`config.mk`:
```
export PLATFORM = sky130hd
export DESIGN_NAME = perf_ctr_unit
export DESIGN_NICKNAME = d
export VERILOG_FILES = /design/src/rtl/perf_ctr_pkg.sv /design/src/rtl/perf_ctr_decode.sv /design/src/rtl/perf_ctr_slice.sv /design/src/rtl/perf_ctr_unit.sv
export SDC_FILE = /design/constraint.sdc
export NUM_CORES = 1
export LEC_CHECK = 0
export BUFFER_PORTS_ARGS = -buffer_cell sky130_fd_sc_hd__buf_2
export CORE_MARGIN = 2
export CORE_UTILIZATION = 40
export CTS_CLUSTER_DIAMETER = 50
export DETAILED_ROUTE_END_ITERATION = 10
export PLACE_DENSITY_LB_ADDON = 0.25
export SYNTH_ARGS = -nofsm -noshare
export SYNTH_HDL_FRONTEND = slang
export SYNTH_SLANG_ARGS = --single-unit
```
`constraint.sdc`:
```
create_clock -name clk_i -period 3.86 [get_ports clk_i]
set_clock_uncertainty 0.1 [all_clocks]
set_input_delay 0.772 -clock clk_i [delete_from_list [all_inputs] [get_ports clk_i]]
set_output_delay 0.772 -clock clk_i [all_outputs]
set_load 0.1 [all_outputs]
```
`src/rtl/perf_ctr_pkg.sv`:
```
package perf_ctr_pkg;

    localparam int unsigned ADDR_W      = 12;
    localparam int unsigned WORD_W      = 32;
    localparam int unsigned NUM_CTR     = 2;
    localparam int unsigned INH_W       = 3;
    localparam int unsigned CYC_INH_BIT = 0;
    localparam int unsigned RET_INH_BIT = 2;

    localparam logic [ADDR_W-1:0] ADDR_CYC_LO = 12'hB00;
    localparam logic [ADDR_W-1:0] ADDR_CYC_HI = 12'hB80;
    localparam logic [ADDR_W-1:0] ADDR_RET_LO = 12'hB02;
    localparam logic [ADDR_W-1:0] ADDR_RET_HI = 12'hB82;
    localparam logic [ADDR_W-1:0] ADDR_INH    = 12'h320;

    // Only the two control bits are stored; other positions read as zero.
    localparam logic [INH_W-1:0] INH_KEEP =
        INH_W'((1 << CYC_INH_BIT) | (1 << RET_INH_BIT));

    typedef enum logic [2:0] {
        SEL_NONE,
        SEL_CYC_LO,
        SEL_CYC_HI,
        SEL_RET_LO,
        SEL_RET_HI,
        SEL_INH
    } reg_sel_e;

    typedef struct packed {
        logic [INH_W-1:0] mask;
    } inh_state_t;

endpackage

```
`src/rtl/perf_ctr_decode.sv`:
```
module perf_ctr_decode
    import perf_ctr_pkg::*;
(
    input  logic              req_i,
    input  logic [ADDR_W-1:0] addr_i,
    output reg_sel_e          sel_o,
    output logic              hit_o
);

    always_comb begin
        sel_o = SEL_NONE;
        if (req_i) begin
            unique case (addr_i)
                ADDR_CYC_LO: sel_o = SEL_CYC_LO;
                ADDR_CYC_HI: sel_o = SEL_CYC_HI;
                ADDR_RET_LO: sel_o = SEL_RET_LO;
                ADDR_RET_HI: sel_o = SEL_RET_HI;
                ADDR_INH:    sel_o = SEL_INH;
                default:     sel_o = SEL_NONE;
            endcase
        end
        hit_o = (sel_o != SEL_NONE);
    end

endmodule

```
`src/rtl/perf_ctr_slice.sv`:
```
module perf_ctr_slice #(
    parameter int unsigned W = 32
) (
    input  logic         clk_i,
    input  logic         rst_ni,
    input  logic         inc_i,
    input  logic         wr_lo_i,
    input  logic         wr_hi_i,
    input  logic [W-1:0] wdata_i,
    output logic [W-1:0] lo_o,
    output logic [W-1:0] hi_o
);

    typedef struct packed {
        logic [W-1:0] hi;
        logic [W-1:0] lo;
    } slice_state_t;

    localparam logic [W-1:0] LO_ONE = W'(1);

    slice_state_t st_d, st_q;
    logic         lo_full;

    always_comb begin
        st_d    = st_q;
        lo_full = &st_q.lo;
        if (wr_lo_i) begin
            st_d.lo = wdata_i;
        end else if (wr_hi_i) begin
            st_d.hi = wdata_i;
        end else if (inc_i) begin
            st_d.lo = st_q.lo + LO_ONE;
            if (lo_full) begin
                st_d.hi = st_q.hi + LO_ONE;
            end
        end
    end

    always_ff @(posedge clk_i) begin
        if (!rst_ni) begin
            st_q <= '0;
        end else begin
            st_q <= st_d;
        end
    end

    assign lo_o = st_q.lo;
    assign hi_o = st_q.hi;

endmodule

```
`src/rtl/perf_ctr_unit.sv`:
```
module perf_ctr_unit
    import perf_ctr_pkg::*;
(
    input  logic              clk_i,
    input  logic              rst_ni,
    input  logic              run_i,
    input  logic              retire_i,
    input  logic              csr_req_i,
    input  logic              csr_we_i,
    input  logic [ADDR_W-1:0] csr_addr_i,
    input  logic [WORD_W-1:0] csr_wdata_i,
    output logic [WORD_W-1:0] csr_rdata_o,
    output logic              csr_illegal_o
);

    reg_sel_e              sel;
    logic                  hit;
    logic                  wr_en;
    logic [NUM_CTR-1:0]    ev;
    logic [NUM_CTR-1:0]    ctr_inc;
    logic [NUM_CTR-1:0]    ctr_wr_lo;
    logic [NUM_CTR-1:0]    ctr_wr_hi;
    logic [WORD_W-1:0]     ctr_lo [NUM_CTR];
    logic [WORD_W-1:0]     ctr_hi [NUM_CTR];
    inh_state_t            inh_d, inh_q;

    // Observation points for the bound checker.
    logic [2*WORD_W-1:0]   cyc_val;
    logic [2*WORD_W-1:0]   ret_val;
    logic                  cyc_wr;
    logic                  ret_wr;

    perf_ctr_decode u_dec (
        .req_i  (csr_req_i),
        .addr_i (csr_addr_i),
        .sel_o  (sel),
        .hit_o  (hit)
    );

    assign wr_en = csr_req_i & csr_we_i;

    always_comb begin
        ctr_wr_lo    = '0;
        ctr_wr_hi    = '0;
        ctr_wr_lo[0] = wr_en && (sel == SEL_CYC_LO);
        ctr_wr_hi[0] = wr_en && (sel == SEL_CYC_HI);
        ctr_wr_lo[1] = wr_en && (sel == SEL_RET_LO);
        ctr_wr_hi[1] = wr_en && (sel == SEL_RET_HI);
    end

    assign ev[0] = run_i;
    assign ev[1] = retire_i;

    always_comb begin
        inh_d = inh_q;
        if (wr_en && (sel == SEL_INH)) begin
            inh_d.mask = csr_wdata_i[INH_W-1:0] & INH_KEEP;
        end
    end

    always_ff @(posedge clk_i) begin
        if (!rst_ni) begin
            inh_q <= '0;
        end else begin
            inh_q <= inh_d;
        end
    end

    for (genvar g = 0; g < NUM_CTR; g++) begin : g_ctr
        localparam int unsigned STOP_BIT = (g == 0) ? CYC_INH_BIT : RET_INH_BIT;

        assign ctr_inc[g] = ev[g] & ~inh_q.mask[STOP_BIT];

        perf_ctr_slice #(
            .W (WORD_W)
        ) u_slice (
            .clk_i   (clk_i),
            .rst_ni  (rst_ni),
            .inc_i   (ctr_inc[g]),
            .wr_lo_i (ctr_wr_lo[g]),
            .wr_hi_i (ctr_wr_hi[g]),
            .wdata_i (csr_wdata_i),
            .lo_o    (ctr_lo[g]),
            .hi_o    (ctr_hi[g])
        );
    end

    always_comb begin
        csr_rdata_o = '0;
        unique case (sel)
            SEL_CYC_LO: csr_rdata_o = ctr_lo[0];
            SEL_CYC_HI: csr_rdata_o = ctr_hi[0];
            SEL_RET_LO: csr_rdata_o = ctr_lo[1];
            SEL_RET_HI: csr_rdata_o = ctr_hi[1];
            SEL_INH:    csr_rdata_o = {{(WORD_W-INH_W){1'b0}}, inh_q.mask};
            default:    csr_rdata_o = '0;
        endcase
    end

    assign csr_illegal_o = csr_req_i & ~hit;

    assign cyc_val = {ctr_hi[0], ctr_lo[0]};
    assign ret_val = {ctr_hi[1], ctr_lo[1]};
    assign cyc_wr  = ctr_wr_lo[0] | ctr_wr_hi[0];
    assign ret_wr  = ctr_wr_lo[1] | ctr_wr_hi[1];

endmodule

```
== Word level (Yosys, flattened, before mapping) ==
Cells that the tools add are included.

* Bits in latches: 0
* Bits in read-only memories: 0
* Memories: 0
* Register bits after elaboration: 130
* Output and inout port bits: 33
* Input bits: 50
* Bits in writable memories: 0
* Logic and storage cells: 61

* $mul: 0
* Add/subtract/negate cells: 4
* Order comparisons: 0
* Divide/modulo/power cells: 0
* Multiplexer cells: 13
* Bitwise gates (word level): 9
* Shift operators: 0
* Eq/ne operators: 12
* Reductions and logical operators: 18

{| class="wikitable"
|+ Operators with widths
! operator !! count
|-
| 2-to-1 mux 32 bit || 8
|-
| case mux 32 bit (5 select lines) || 1
|-
| adder 32 x 1 -> 32 bit (second input constant) || 4
|-
| 2-to-1 mux 64 bit || 2
|-
| AND reduction 32 bit || 2
|-
| equality test 12 bit (second input constant) || 4
|-
| case mux 3 bit (5 select lines) || 1
|-
| equality test 12 x 10 -> 1 bit (second input constant) || 1
|-
| nonzero test 2 bit || 6
|-
| equality test 3 x 2 -> 1 bit (second input constant) || 2
|-
| equality test 3 bit (second input constant) || 2
|-
| AND reduction 3 bit || 2
|-
| logical AND 1 bit || 5
|-
| inverter 1 bit || 5
|-
| AND 1 bit || 4
|-
| != test 2 x 1 -> 1 bit (second input constant) || 2
|-
| AND reduction 2 bit || 2
|-
| equality test 3 x 1 -> 1 bit (second input constant) || 1
|-
| 2-to-1 mux 3 bit || 1
|-
| nonzero test 3 bit || 1
|}

== Logic depth before layout (Yosys ltp) ==
* Depth in word-level cells: 7
* Depth in mapped cells: 9
* Gate-level depth less buffers: 7

== By module ==
From an unflattened synthesis, not the netlist that was laid out.

* Cell total of the unflattened synthesis: 1217
* Area, all modules: 9510.4 um2

{| class="wikitable"
|+ By module, submodules not included
! module !! cells an instance !! times used !! area each (um2) !! seq. area each (um2)
|-
| perf_ctr_slice at g_ctr[1].u_slice || 530 || 1 || 4131.5 || 1281.2
|-
| perf_ctr_slice at g_ctr[0].u_slice || 500 || 1 || 3891.2 || 1281.2
|-
| perf_ctr_unit || 174 || 1 || 1383.8 || 40.0
|-
| perf_ctr_decode || 13 || 1 || 103.8 || 0.0
|}

== Worst setup path after synthesis ==
OpenSTA, ideal clock, no wires.

* Path type: input to output
* From: in csr_addr_i[0]
* To: out csr_rdata_o[0]
* Buffers on the path: 2
* Setup slack: -1.449 ns
* Arrival time: 4.437 ns
* Stages on the path: 7
* Required time: 2.988 ns
* Cell sequence: or3_1 -> buf_6 -> nor4_1 -> nand2_1 -> a211o_1 -> clkbuf_1 -> o21ai_0

* Word-level cells in the longest chain between the ends: 5
* Elaborated cells on any way between the ends: 13
* Classes of those cells: 10 x eq/ne; 3 x mux

{| class="wikitable"
|+ RTL lines
! what !! line !! RTL
|-
| start, declared || perf_ctr_unit.sv:10 || <nowiki>input logic [ADDR_W-1:0] csr_addr_i,</nowiki>
|-
| equality test 12 x 10 -> 1 bit or equality test 12 bit (tied branches) || perf_ctr_decode.sv:13 || <nowiki>unique case (addr_i)</nowiki>
|-
| case mux 3 bit (5 select lines) (*) || perf_ctr_decode.sv:13 ||
|-
| 2-to-1 mux 3 bit (*) || perf_ctr_decode.sv:12 || <nowiki>if (req_i) begin</nowiki>
|-
| equality test 3 bit, or another cell as far along || perf_ctr_unit.sv:90 || <nowiki>unique case (sel)</nowiki>
|-
| case mux 32 bit (5 select lines) (*) || perf_ctr_unit.sv:90 ||
|-
| end, declared || perf_ctr_unit.sv:12 || <nowiki>output logic [WORD_W-1:0] csr_rdata_o,</nowiki>
|}

Mark *: on every way between the ends. The rest lies on a longest branch, timed or not.

== Worst setup path in the final report ==
* From: in csr_addr_i[0]
* To: out csr_rdata_o[21]

Same word-level chain as after synthesis.

==> flow_summary.toml <==
[run_status]
status = "complete, no violations"

[synthesis]
synth_seq_area_share_pct = 28.76
synth_edf_count = 0
synthesis.nets = 1285
synth_cells = 1231
ys_types = 77
yosys_warnings = 0
synth_seq_cells = 130
synthesis.area_sq_um = 9050
synth_async_sr_flop_share_pct = 0
syn_avg_cell_area_sq_um = 7.352
ys.flop_type = "dfxtp_1"

[floorplanning]
chipWidth_um = 154.4
dieArea_sq_um = 23840
fp.dieH_um = 154.4
row_count = 55
core_area_sq_um = 22430
floorplan.initialDensity_pct = 40.34
ioPinCount = 83

[clock_network]
ctsResizeCount = 0
cts_buffers = 17
insertion_delay_ps = 430
path_clk_slew_ps = 60
post-cts-setup-buffers = 0
htree_num_levels = 4
cts.sinks = 130
cts_root_buf = "clkbuf_16"
postCtsHoldBufs = 0
cts_tree = "yes"
cts_buffer_depth = 2

[layout]
layout_common_cells = "dfxtp_1 (130), nand2_1 (126), a21oi_1 (115)"
n_fill_cell = 2193
layout_commonest_cell = "dfxtp_1"
drive_gt1_share_pct = 16.56
nets = 1345
syn2layout_area_growth_pct = 24.43
utilization_pct = 50.20

[detailed_routing]
drtIter0Drc = 1425
detail_route.drc_violations = 0
num_vias = 10696
drt-pass1-iter-count = 5
detail-route-antenna-nets = 0
drt-total-wl_um = 42420
via_per_inst = 6.727
wl_per_cell_um = 26.68

[critical_path]
reg2reg_to = "g_ctr[1].u_slice.hi_o[1]"
cp_max_fo = 11
reg2reg_slack_ps = 770
r2r_start = "g_ctr[1].u_slice.lo_o[0]"
arrival_ps = 2860
startpoint_type = "primary input"
worstSetupPathType = "in2out"
reg2reg_depth = 7
startpoint = "csr_addr_i[0]"
endpoint_kind = "output pin"
cp.required_ps = 2990

[placement]
preCtsSetupSlack_ps = 137.3
hpwl_um = 31030
routabilityCongestion = 1.007
port_buffers = 82

[timing]
fin_ws_ps = 125.7
min_period_ps = 3734
tns_ps = 0
report.final.hold_viol_count = 0
tightest_slew_ps = 1386
fmax_mhz = 267.8
final_max_slew_viol_count = 0
rsz0062_at_grt = "false"
period_share_pct = 96.74
finalSetupViolations = 0
relSlewSlack_pct = 7.232

[power]
powerDensity_nw_per_um2 = 287.6
pwr-share-clk_pct = 52.5
irDropWorstVdd_mv = 0.2664
swShare_pct = 24.76
pwr-share-comb_pct = 5.6
internal-power_mw = 2.436
leakage_nw = 3.733
seq_power_share_pct = 41.9
switchingPower_mw = 0.8018

[worst_hold_path]
min_from = "g_ctr[0].u_slice.lo_o[31]"
worst_hold_path.num_cells = 2
min_to = "g_ctr[0].u_slice.lo_o[31]"
worstHoldPathType = "reg2reg"

[global_routing]
antenna_found_initial = 1
grt-ovfl-total = 0
grt_pass1_vias = 9721
grt_use_total_pct = 35.35
grt_start_max_net_pins = 66
grt_pass1_wl_um = 62960

[flow_run]
drv_cap = 0
==> cell type report <==
class                           count  area (sq um)  share of cell area, %
Multi-Input combinational cell   1009          6404                  56.87
Tap cell                          285         356.6                  3.167
Clock inverter                     10         132.6                  1.178
Antenna cell                        1         2.502                0.02222
Clock buffer                       22         464.2                  4.122
Inverter                           10         37.54                 0.3333
Sequential cell                   130          2603                  23.11
Timing Repair Buffer              123          1261                  11.20
==> how the worst max path moves through the flow <==
stage,cells after the start,slack [ps],endpoint
3_5_place_dp,8,140,csr_rdata_o[21]
5_1_grt,8,10,csr_rdata_o[26]
4_1_cts,8,130,csr_rdata_o[21]
6_report,8,130,csr_rdata_o[21]
2_1_floorplan,7,80,csr_rdata_o[0]
3_3_place_gp,8,150,csr_rdata_o[26]
==> cell families (layout without fill, tap and decap cells) <==
| group | after synthesis | after routing | synth area share, % |
|---|---|---|---|
| flip-flops | 130 | 130 | 28.76 |
| AND/OR/NAND/NOR | 527 | 527 | 31.87 |
| AO/OA/AOI/OAI | 407 | 407 | 26.88 |
| multiplexers | 39 | 39 | 4.314 |
| other | 0 | 1 | 0 |
| buffers and inverters | 92 | 165 | 4.535 |
| adder cells (fa/ha/maj) | 4 | 4 | 0.5530 |
| XOR/XNOR | 32 | 32 | 3.097 |
==> routing by layer <==
| metal | GRT usage (%) | part of all wire, % |
|---|---|---|
| met1 | 48.69 | 41 |
| met2 | 51.02 | 42 |
| met3 | 7.593 | 11 |
| met4 | 20.15 | 5.9 |
| met5 | 0 | 0 |
==> power groups by stage <==
stage | combinational (mW) | sequential [mW] | clock, mW
floorplan | 0.0674 | 1.38 | 0
global placement | 0.174 | 1.38 | 0
detailed placement | 0.174 | 1.38 | 0
CTS | 0.175 | 1.36 | 1.70
global route | 0.187 | 1.36 | 1.76
finish | 0.182 | 1.36 | 1.70
==> worst max-delay path: stages <==
cell	delay (ps)
buf_2	100
or3_1	410
nor4_2	370
nand2_1	130
a211o_2	390
buf_4	250
o21ai_4	230
buf_12	210
==> per-stage QoR <==
stage | instances | hold WS (ps) | power, mW | area [sq um]
2_1_floorplan | 1231 | 350.8 | 1.447 | 9413
3_3_place_gp | 1557 | 395.0 | 1.559 | 10660
3_5_place_dp | 1557 | 402.7 | 1.558 | 10660
4_1_cts | 1589 | 416.3 | 3.225 | 11260
5_1_grt | 1589 | 453.3 | 3.301 | 11260
6_report | 1590 | 418.2 | 3.238 | 11260
==> registers in the layout (all words and copies together), names as in the netlist <==
signal              cells
g_ctr.u_slice.hi_o     64
g_ctr.u_slice.lo_o     64
inh_q                   2
==> synth_stat cells (all sizes together), types with 4 or more instances <==
library cell / count / area (sq um)
a21oi: 116 / 584.3
a22o: 4 / 35.03
ha: 4 / 50.05
nor3: 48 / 245.2
nand2: 130 / 503.0
and2: 14 / 87.58
and3: 23 / 143.9
xnor2: 20 / 175.2
nand4b: 4 / 35.03
o21bai: 4 / 30.03
nand3: 77 / 385.4
o21ai: 147 / 735.7
xor2: 12 / 105.1
o22ai: 7 / 43.79
a22oi: 32 / 240.2
dfxtp: 130 / 2603
clkbuf: 51 / 195.2
a211oi: 9 / 67.56
or3: 9 / 56.30
nor4: 42 / 335.3
a31oi: 8 / 50.05
nor3b: 4 / 30.03
nand4: 44 / 287.8
and4: 19 / 166.4
o41ai: 6 / 52.55
buf: 31 / 177.7
o31ai: 10 / 75.07
nor4b: 4 / 35.03
o31a: 4 / 35.03
inv: 9 / 33.78
nand2b: 9 / 56.30
o211ai: 24 / 180.2
mux2i: 39 / 390.4
o21a: 7 / 52.55
or2: 7 / 43.79
nor2: 68 / 257.8
or4: 10 / 78.82
(Power assumes the default switching activity.)
